[src/rtl/hint_pkg.sv]
package hint_pkg;
   typedef enum logic [2:0] {
      RA_MASK  = 3'd0,
      RA_MSET  = 3'd1,
      RA_MCLR  = 3'd2,
      RA_PEEK  = 3'd3,
      RA_RDCLR = 3'd4,
      RA_ACK   = 3'd5
   } reg_addr_e;

   localparam int SRC_RXBUF0  = 0;
   localparam int SRC_TXDATA  = 1;
   localparam int SRC_TXXFER  = 2;
   localparam int SRC_RXBUF1  = 3;
   localparam int SRC_RXXFER  = 4;
   localparam int SRC_MBOX_A  = 5;
   localparam int SRC_MBOX_B  = 6;
   localparam int SRC_WAKE    = 7;
   localparam int SRC_TRACE_A = 8;
   localparam int SRC_TRACE_B = 9;
   localparam int SRC_CMDDONE = 10;
   localparam int SRC_INITDONE = 14;

   localparam logic [15:0] SRC_USED_DEFAULT = 16'h47FF;
   localparam logic [15:0] MASK_RST_DEFAULT = 16'h0001;

   typedef struct packed {
      logic mask_wr;
      logic mask_set;
      logic mask_clr;
      logic ack_wr;
      logic peek_rd;
      logic rdclr_rd;
   } strobe_t;
endpackage

[src/rtl/hint_regdec.sv]
module hint_regdec
   import hint_pkg::*;
#(
   parameter int ADDR_W = 3
)(
   input  logic [ADDR_W-1:0] addr,
   input  logic              we,
   input  logic              re,
   output strobe_t           strb
);
   localparam int AW_MIN = 3;

   initial begin
      if (ADDR_W < AW_MIN) $error("hint_regdec: ADDR_W must be at least %0d", AW_MIN);
   end

   function automatic logic hit(input logic [ADDR_W-1:0] a, input reg_addr_e r);
      return a == ADDR_W'(r);
   endfunction

   always_comb begin
      strb.mask_wr  = we && hit(addr, RA_MASK);
      strb.mask_set = we && hit(addr, RA_MSET);
      strb.mask_clr = we && hit(addr, RA_MCLR);
      strb.ack_wr   = we && hit(addr, RA_ACK);
      strb.peek_rd  = re && hit(addr, RA_PEEK);
      strb.rdclr_rd = re && hit(addr, RA_RDCLR);
   end
endmodule

[src/rtl/hint_mask.sv]
module hint_mask
   import hint_pkg::*;
#(
   parameter int              NSRC     = 16,
   parameter logic [NSRC-1:0] MASK_RST = NSRC'(1)
)(
   input  logic            clk,
   input  logic            rst_n,
   input  strobe_t         strb,
   input  logic [NSRC-1:0] wdata,
   output logic [NSRC-1:0] mask_q
);
   logic [NSRC-1:0] mask_d;

   always_comb begin
      mask_d = mask_q;
      if (strb.mask_wr)  mask_d = wdata;
      if (strb.mask_set) mask_d = mask_q | wdata;
      if (strb.mask_clr) mask_d = mask_q & ~wdata;
   end

   always_ff @(posedge clk or negedge rst_n) begin
      if (!rst_n) mask_q <= MASK_RST;
      else        mask_q <= mask_d;
   end
endmodule

[src/rtl/hint_status.sv]
module hint_status #(
   parameter int              NSRC     = 16,
   parameter logic [NSRC-1:0] SRC_USED = '1
)(
   input  logic            clk,
   input  logic            rst_n,
   input  logic [NSRC-1:0] evt,
   input  logic [NSRC-1:0] clr,
   output logic [NSRC-1:0] stat_q
);
   for (genvar i = 0; i < NSRC; i++) begin : g_bit
      if (SRC_USED[i]) begin : g_cell
         logic bit_q;
         always_ff @(posedge clk or negedge rst_n) begin
            if (!rst_n)      bit_q <= 1'b0;
            else if (evt[i]) bit_q <= 1'b1;
            else if (clr[i]) bit_q <= 1'b0;
         end
         assign stat_q[i] = bit_q;
      end else begin : g_none
         assign stat_q[i] = 1'b0;
      end
   end
endmodule

[src/rtl/hint_irq_out.sv]
module hint_irq_out #(
   parameter int NSRC = 16
)(
   input  logic            clk,
   input  logic            rst_n,
   input  logic [NSRC-1:0] stat,
   input  logic [NSRC-1:0] mask,
   input  logic            en,
   input  logic            act_low,
   output logic            irq
);
   logic pend_q;

   always_ff @(posedge clk or negedge rst_n) begin
      if (!rst_n) pend_q <= 1'b0;
      else        pend_q <= en && |(stat & ~mask);
   end

   assign irq = pend_q ^ act_low;
endmodule

[src/rtl/hint_ctrl.sv]
module hint_ctrl
   import hint_pkg::*;
#(
   parameter int              NSRC     = 16,
   parameter int              ADDR_W   = 3,
   parameter logic [NSRC-1:0] SRC_USED = NSRC'(SRC_USED_DEFAULT),
   parameter logic [NSRC-1:0] MASK_RST = NSRC'(MASK_RST_DEFAULT)
)(
   input  logic              clk,
   input  logic              rst_n,
   input  logic [NSRC-1:0]   evt_i,
   input  logic [ADDR_W-1:0] bus_addr,
   input  logic              bus_we,
   input  logic [NSRC-1:0]   bus_wdata,
   input  logic              bus_re,
   output logic [NSRC-1:0]   bus_rdata,
   input  logic              cfg_int_en,
   input  logic              cfg_act_low,
   output logic              host_irq
);
   localparam int NSRC_MAX = 32;

   initial begin
      if (NSRC < 1 || NSRC > NSRC_MAX) $error("hint_ctrl: NSRC out of range");
      if (SRC_USED == '0) $error("hint_ctrl: no source implemented");
   end

   strobe_t         strb;
   logic [NSRC-1:0] mask_q;
   logic [NSRC-1:0] stat_q;
   logic [NSRC-1:0] clr_vec;
   logic [NSRC-1:0] rdata_q;

   hint_regdec #(.ADDR_W(ADDR_W)) u_dec (
      .addr(bus_addr), .we(bus_we), .re(bus_re), .strb(strb)
   );

   hint_mask #(.NSRC(NSRC), .MASK_RST(MASK_RST)) u_mask (
      .clk(clk), .rst_n(rst_n), .strb(strb), .wdata(bus_wdata), .mask_q(mask_q)
   );

   always_comb begin
      clr_vec = '0;
      if (strb.ack_wr)   clr_vec = bus_wdata;
      if (strb.rdclr_rd) clr_vec = clr_vec | '1;
   end

   hint_status #(.NSRC(NSRC), .SRC_USED(SRC_USED)) u_stat (
      .clk(clk), .rst_n(rst_n), .evt(evt_i), .clr(clr_vec), .stat_q(stat_q)
   );

   hint_irq_out #(.NSRC(NSRC)) u_irq (
      .clk(clk), .rst_n(rst_n), .stat(stat_q), .mask(mask_q),
      .en(cfg_int_en), .act_low(cfg_act_low), .irq(host_irq)
   );

   always_ff @(posedge clk or negedge rst_n) begin
      if (!rst_n) rdata_q <= '0;
      else if (bus_re) begin
         if (bus_addr == ADDR_W'(RA_MASK))               rdata_q <= mask_q;
         else if (strb.peek_rd || strb.rdclr_rd)         rdata_q <= stat_q;
         else                                            rdata_q <= '0;
      end
   end

   assign bus_rdata = rdata_q;
endmodule

[config.mk]
export PLATFORM = sky130hd
export DESIGN_NAME = hint_ctrl
export DESIGN_NICKNAME = d
export VERILOG_FILES = /design/src/rtl/hint_pkg.sv /design/src/rtl/hint_regdec.sv /design/src/rtl/hint_mask.sv /design/src/rtl/hint_status.sv /design/src/rtl/hint_irq_out.sv /design/src/rtl/hint_ctrl.sv
export SDC_FILE = /design/constraint.sdc
export NUM_CORES = 1
export LEC_CHECK = 0
export BUFFER_PORTS_ARGS = -buffer_cell sky130_fd_sc_hd__buf_2
export CORE_MARGIN = 4
export CORE_UTILIZATION = 40
export CTS_BUF_LIST = sky130_fd_sc_hd__clkbuf_4
export CTS_CLUSTER_DIAMETER = 200
export CTS_CLUSTER_SIZE = 40
export DETAILED_ROUTE_END_ITERATION = 10
export GPL_TIMING_DRIVEN = 0
export HOLD_SLACK_MARGIN = 0.08
export MAX_ROUTING_LAYER = met4
export PLACE_DENSITY = 0.61
export SYNTH_ARGS = -nofsm -noshare
export SYNTH_HDL_FRONTEND = slang
export SYNTH_SLANG_ARGS = --single-unit
[constraint.sdc]
create_clock -name clk -period 2.7 [get_ports clk]
set_clock_uncertainty 0.2 [all_clocks]
set_input_delay 0.135 -clock clk [delete_from_list [all_inputs] [get_ports clk]]
set_output_delay 0.135 -clock clk [all_outputs]
set_load 0.02 [all_outputs]
==> results.sh, run 1 <==
export IMPL_path_max_fanout=10
export IMPL_vias_per_cell=5.14
export IMPL_netlist_area_um2=2020
export IMPL_grt_pass1_wl_um=9350
export IMPL_syn_to_final_growth_pct=45.7
export IMPL_synth_yosys_seq_area_share_pct=55.8
export IMPL_start_util_pct=41.9
export IMPL_rsz0062_at_grt="false"
export IMPL_die_w_um=79.1
export IMPL_io_buffers=52
export IMPL_critical_path_arrival_ps=2130
export IMPL_routed_wirelength_um=5740
export IMPL_status="completed"
export IMPL_comb_power_share_pct=21.8
export IMPL_cts_root_buf="clkbuf_4"
export IMPL_grt_busiest_layer="met2"
export IMPL_vdd_drop_max_uv=249
export IMPL_relSlewSlack_pct=34.1
export IMPL_seq_power_share_pct=51.6
export IMPL_cts_buffer_depth=2
export IMPL_design_area_um2=2940
export IMPL_dpl_hpwl_um=3560
export IMPL_drive_gt1_share_pct=33.0
export IMPL_antenna_found_initial=0
export IMPL_ant_nets=0
export IMPL_netSwitchingFraction_pct=27.1
export IMPL_wire_per_inst_um=16.4
export IMPL_tns_ps=0
export IMPL_vias=1794
export IMPL_nNetsFinal=322
export IMPL_slew_viol_final=0
export IMPL_fillCellCount=430
export IMPL_synth_cell_type_count=26
export IMPL_synth_seq_cells=45
export IMPL_grt_ovfl_total=0
export IMPL_die_area_um2=6250
export IMPL_cts_tree="built"
export IMPL_power_density_nw_per_um2=530
export IMPL_synth_avg_cell_area_um2=11.7
export IMPL_synth_fp_nets=213
export IMPL_worst_setup_path_end_kind="flop"
export IMPL_p_sw_mw=0.423
export IMPL_period_needed_ps=2070
export IMPL_p_total_mw=1.56
export IMPL_period_share_pct=76.7
export IMPL_met2_usage_pct=33.4
export IMPL_placed_cell_area_um2=2360
export IMPL_drv_cap=0
export IMPL_post_cts_setup_buffers=0
export IMPL_critPathLaunchType="input pin"
export IMPL_insertion_delay_ps=360
export IMPL_gp_congestion=0.734
export IMPL_tightest_slew_ps=989
export IMPL_yosys_warnings=0
export IMPL_drc=0
export IMPL_crit_type="in2reg"
export IMPL_internal_power_mw=1.14
export IMPL_p_leak_nw=1.31
export IMPL_dr_pass1_iters=4
export IMPL_antenna_cells=0
export IMPL_drt_iter0_drc=159
export IMPL_cts_max_level=2
export IMPL_use_met1_pct=26.5
export IMPL_finalHoldViolCount=0
export IMPL_design_core_area_um2=4820
export IMPL_grt_max_degree=46
export IMPL_fin_hold_ws_ps=118
export IMPL_timing_fmax_ghz=0.483
export IMPL_cts_sinks=45
export IMPL_synthCells=172
export IMPL_grt_pass1_vias=1876
export IMPL_grt_use_total_pct=20.4
export IMPL_setup_viol=0
export IMPL_clock_power_share_pct=26.6
export IMPL_io_pins=58
export IMPL_grtUsageMet3_pct=3.29
export IMPL_cts_clk_slew_worst_paths_ps=130
export IMPL_die_h_um=79.1
export IMPL_rows=25
export IMPL_hold_path_class="in2reg"
export IMPL_cts_made_buffers=5
export IMPL_cp_required_ps=2760
synthesized netlist by cell type:
| cell | n | area, um2 |
|---|---|---|
| o21ai_0 | 20 | 100 |
| nand3b_1 | 1 | 7.51 |
| a31o_2 | 12 | 105 |
| clkbuf_1 | 2 | 7.51 |
| nor3b_2 | 2 | 25.0 |
| clkbuf_2 | 1 | 5.00 |
| a21boi_2 | 1 | 11.3 |
| nand2_1 | 16 | 60.1 |
| o31a_1 | 1 | 8.76 |
| dfrtp_1 | 44 | 1100 |
| buf_2 | 3 | 15.0 |
| o2111ai_1 | 3 | 26.3 |
| dfstp_2 | 1 | 26.3 |
| a221o_2 | 10 | 113 |
| inv_1 | 8 | 30.0 |
| a22o_1 | 16 | 140 |
| nand4b_1 | 1 | 8.76 |
| buf_4 | 2 | 15.0 |
| xor2_1 | 1 | 8.76 |
| nor2b_1 | 12 | 75.1 |
| nand2b_1 | 9 | 56.3 |
| or3b_1 | 1 | 8.76 |
| buf_6 | 1 | 11.3 |
| and4b_1 | 1 | 10.0 |
| nor4b_4 | 1 | 23.8 |
| a221o_1 | 2 | 20.0 |
worst paths after layout:
path / from / to / slack (ps) / cells past startpoint
max in group asynchronous: rst_n / u_mask.mask_q[2] / 1420 / 2
min in group asynchronous: rst_n / u_mask.mask_q[12] / 260 / 2
min: bus_addr[2] / bus_rdata[1] / 120 / 3
max reg2reg: u_stat.g_bit[5].g_cell.bit_q / u_stat.g_bit[5].g_cell.bit_q / 1200 / 2
min reg2reg: u_mask.mask_q[13] / bus_rdata[13] / 310 / 2
max: bus_re / u_stat.g_bit[5].g_cell.bit_q / 630 / 6
cells in the final DEF, fill, tap and decap left out, types with 2 or more instances in the layout:
cell type      synthesis  routed
a221o_1                2       2
a221o_2               10      10
a22o_1                16      16
a31o_2                12      12
buf_2                  3      55
buf_4                  2       2
clkbuf_1               2       2
clkbuf_4               0       5
dfrtp_1               44      44
dlygate4sd3_1          0      50
inv_1                  8       8
nand2_1               16      16
nand2b_1               9       9
nor2b_1               12      12
nor3b_2                2       2
o2111ai_1              3       3
o21ai_0               20      20
state kept, by name (all words and copies together) (netlist names):
signal                     count
bus_rdata                     16
u_mask.mask_q                 16
u_stat.g_bit.g_cell.bit_q     12
u_irq.pend_q                   1
worst max-delay path: stages:
cell and delay (ps):
dlygate4sd3_1 520, buf_2 230, nand4b_1 180, buf_2 250, a31o_2 260, dlygate4sd3_1 560
per-layer routing:
layer / vias to the layer above / wire [um]
met3: 8 / 335
met5: - / 0
met4: 0 / 74
li1: 861 / -
met2: 51 / 2730
met1: 874 / 2590
power by group through the flow:
stage	Clock (mW)	Sequential (mW)	Combinational [mW]
4_1_cts	0.423	0.803	0.341
3_3_place_gp	0	0.815	0.264
3_5_place_dp	0	0.816	0.265
2_1_floorplan	0	0.833	0.133
5_1_grt	0.443	0.813	0.373
6_report	0.415	0.804	0.340
per-stage QoR:
stage	utilization (%)	std cells	setup slack (ps)
floorplan	-	172	1360
global placement	49.1	291	1060
detailed placement	49.1	291	1040
CTS	61.1	349	648
global route	61.1	349	561
finish	61.1	349	629
cells by family (layout without fill, tap and decap cells):
| logic type | count (synthesis) | after routing | share of synthesized area [%] |
|---|---|---|---|
| AO/OA/AOI/OAI | 65 | 65 | 26.0 |
| XOR/XNOR | 1 | 1 | 0.434 |
| buffers and inverters | 17 | 127 | 4.15 |
| flip-flops | 45 | 45 | 55.8 |
| AND/OR/NAND/NOR | 44 | 44 | 13.6 |
layout make-up:
cell class              instances  area (um2)  share of cell area [%]
plain buffers                   9        53.8                    1.83
clock buffers                   5        37.5                    1.28
clock inverters                 3        41.3                    1.40
inverters                       8        30.0                    1.02
multi-input cells             110         808                    27.5
flip-flops and latches         45        1130                    38.3
well taps                      67        83.8                    2.85
repair buffers                102         761                    25.9
timing repair:
item | 4_1_cts | 5_1_grt
hold buffers | 50 | 0
hold endpoints to repair | 79 | 0
gates resized for setup | 0 | 0
No activity file was read; power rests on OpenSTA's default activity.
==> run 2: changes to the inputs <==
PLACE_DENSITY = 0.64   (was 0.61)
clock period = 1.8 ns   (was 2.7 ns; I/O delays follow)
==> run 2 against run 1 <==
First-iteration DRC count shrank 45%. Utilization up 0.21 points. Via count up 2.0%. Die area stayed put. Flip-flop and latch count unchanged. Cell count is the same. Cell area grew 0.34%. Worst setup slack got worse by 500 ps. Clock power is 48% higher.
==> results.sh, run 2 (synthesized netlist as in run 1, its figures left out) <==
export IMPL_hold_path_class="in2reg"
export IMPL_post_route_util_pct=61.3
export IMPL_insertion_delay_ps=370
export IMPL_vias_per_cell=5.24
export IMPL_antenna_found_initial=0
export IMPL_critPathLaunchType="input pin"
export IMPL_cts_clk_slew_worst_paths_ps=130
export IMPL_vdd_drop_max_uv=658
export IMPL_drv_cap=0
export IMPL_cts_root_buf="clkbuf_4"
export IMPL_cts_sinks=45
export IMPL_worst_setup_path_end_kind="flop"
export IMPL_cts_tree="built"
export IMPL_slew_viol_final=0
export IMPL_start_util_pct=41.9
export IMPL_stdcell_count=349
export IMPL_crit_type="in2reg"
export IMPL_p_leak_nw=1.32
export IMPL_syn_to_final_growth_pct=46.2
export IMPL_path_common_cell="buf_2"
export IMPL_vias=1829
export IMPL_dpl_hpwl_um=3510
export IMPL_cts_buffer_depth=2
export IMPL_cts_max_level=2
export IMPL_die_h_um=79.1
export IMPL_design_core_area_um2=4820
export IMPL_use_met1_pct=26.4
export IMPL_grt_busiest_layer="met2"
export IMPL_die_area_um2=6250
export IMPL_rsz0062_at_grt="false"
export IMPL_grtUsageMet3_pct=4.20
export IMPL_cp_required_ps=1900
export IMPL_tns_ps=0
export IMPL_tightest_slew_ps=1010
export IMPL_finalHoldViolCount=0
export IMPL_drc=0
export IMPL_routed_wirelength_um=5770
export IMPL_rows=25
export IMPL_path_max_fanout=10
export IMPL_grt_use_total_pct=19.9
export IMPL_critical_path_arrival_ps=1770
export IMPL_final_cell_mix="buf_2, dlygate4sd3_1, dfrtp_1"
export IMPL_grt_pass1_vias=1850
export IMPL_layout_commonest_cell="buf_2"
export IMPL_grt_ovfl_total=0
export IMPL_wire_per_inst_um=16.5
export IMPL_crit_slowest_cell="dlygate4sd3_1"
export IMPL_path_cells="buf_2 -> nor3b_2 -> buf_2 -> a22o_1 -> dlygate4sd3_1"
export IMPL_drive_gt1_share_pct=33.0
export IMPL_die_w_um=79.1
export IMPL_io_pins=58
export IMPL_relSlewSlack_pct=32.4
export IMPL_period_needed_ps=1670
export IMPL_post_cts_setup_buffers=0
export IMPL_nNetsFinal=323
export IMPL_cts_made_buffers=5
export IMPL_gp_congestion=0.809
export IMPL_grt_max_degree=46
export IMPL_met2_usage_pct=31.4
export IMPL_ant_nets=0
export IMPL_setup_viol=0
export IMPL_critPathMaxStageDelay_ps=550
export IMPL_io_buffers=52
export IMPL_status="completed"
export IMPL_dp_cells=291
export IMPL_grt_pass1_wl_um=9380
export IMPL_drt_iter0_drc=87
export IMPL_dr_pass1_iters=5
export IMPL_period_share_pct=92.9
export IMPL_antenna_cells=0
export IMPL_cp_top_family="buffers and inverters"
export IMPL_critPathBufInv=3
export IMPL_timing_fmax_ghz=0.598
export IMPL_power_density_nw_per_um2=793
[run 2: cell count changes in the layout (fill, tap and decap cells not counted), sizes merged]
cell	previous run	this run
clkinvlp	1	0
dlygate4sd3	50	51
[run 2: timing repair]
| item | CTS | global route |
|---|---|---|
| resized for setup | 0 | 1 |
| endpoints found under the setup margin | 0 | 1 |
| endpoints found under the hold margin | 79 | 0 |
| hold buffers | 51 | 0 |
[run 2: stage by stage]
stage | setup slack, ps | total power, mW | hold WS [ps] | cell area, um2
after global placement | 228 | 1.62 | 81.4 | 2360
after floorplan | 505 | 1.45 | -406 | 2020
final | 128 | 2.34 | 108 | 2950
after global routing | 6.62 | 2.44 | 132 | 2950
after CTS | 46.7 | 2.34 | 102 | 2950
after detailed placement | 189 | 1.62 | 85.2 | 2360
[run 2: path summary, 6_finish.rpt]
| kind | startpoint | to | slack (ps) | depth (start not counted) |
|---|---|---|---|---|
| setup / recovery | bus_addr[1] | u_mask.mask_q[7] | 130 | 5 |
| hold / removal | bus_re | bus_rdata[1] | 110 | 3 |
| setup reg to reg | u_stat.g_bit[3].g_cell.bit_q | u_stat.g_bit[3].g_cell.bit_q | 280 | 2 |
| hold reg to reg | u_mask.mask_q[15] | bus_rdata[15] | 310 | 2 |
| max in group asynchronous | rst_n | u_mask.mask_q[5] | 540 | 2 |
| min in group asynchronous | rst_n | u_mask.mask_q[11] | 220 | 2 |
[run 2: report_power, final]
part / internal [mW] / leakage [nW] / switching (mW)
sequential: 1.13 / 0.528 / 0.0800
clock: 0.283 / 0.0410 / 0.332
combinational: 0.291 / 0.751 / 0.226
[run 2: routing by layer]
metal / share of wire, % / routed length (um) / up-vias
met4: 0.88 / 51 / 0
met2: 48 / 2750 / 53
met1: 46 / 2670 / 909
met3: 5.1 / 296 / 6
li1: - / - / 861
met5: 0 / 0 / -
[run 2: tightest hold or removal path: cells and delay by family]
kind	cells	cell delay (ps)
compound gates	2	400
buf+inv	1	140
[run 2: final cells by class]
type                       instances  area, um2
fill                             431       1860
tap                               67       83.8
clock buffer                       5       37.5
timing repair buffer             103        771
clock inverter                     2       35.0
inverter                           8       30.0
multi-input combinational        110        815
sequential                        45       1130
buffer                             9       53.8
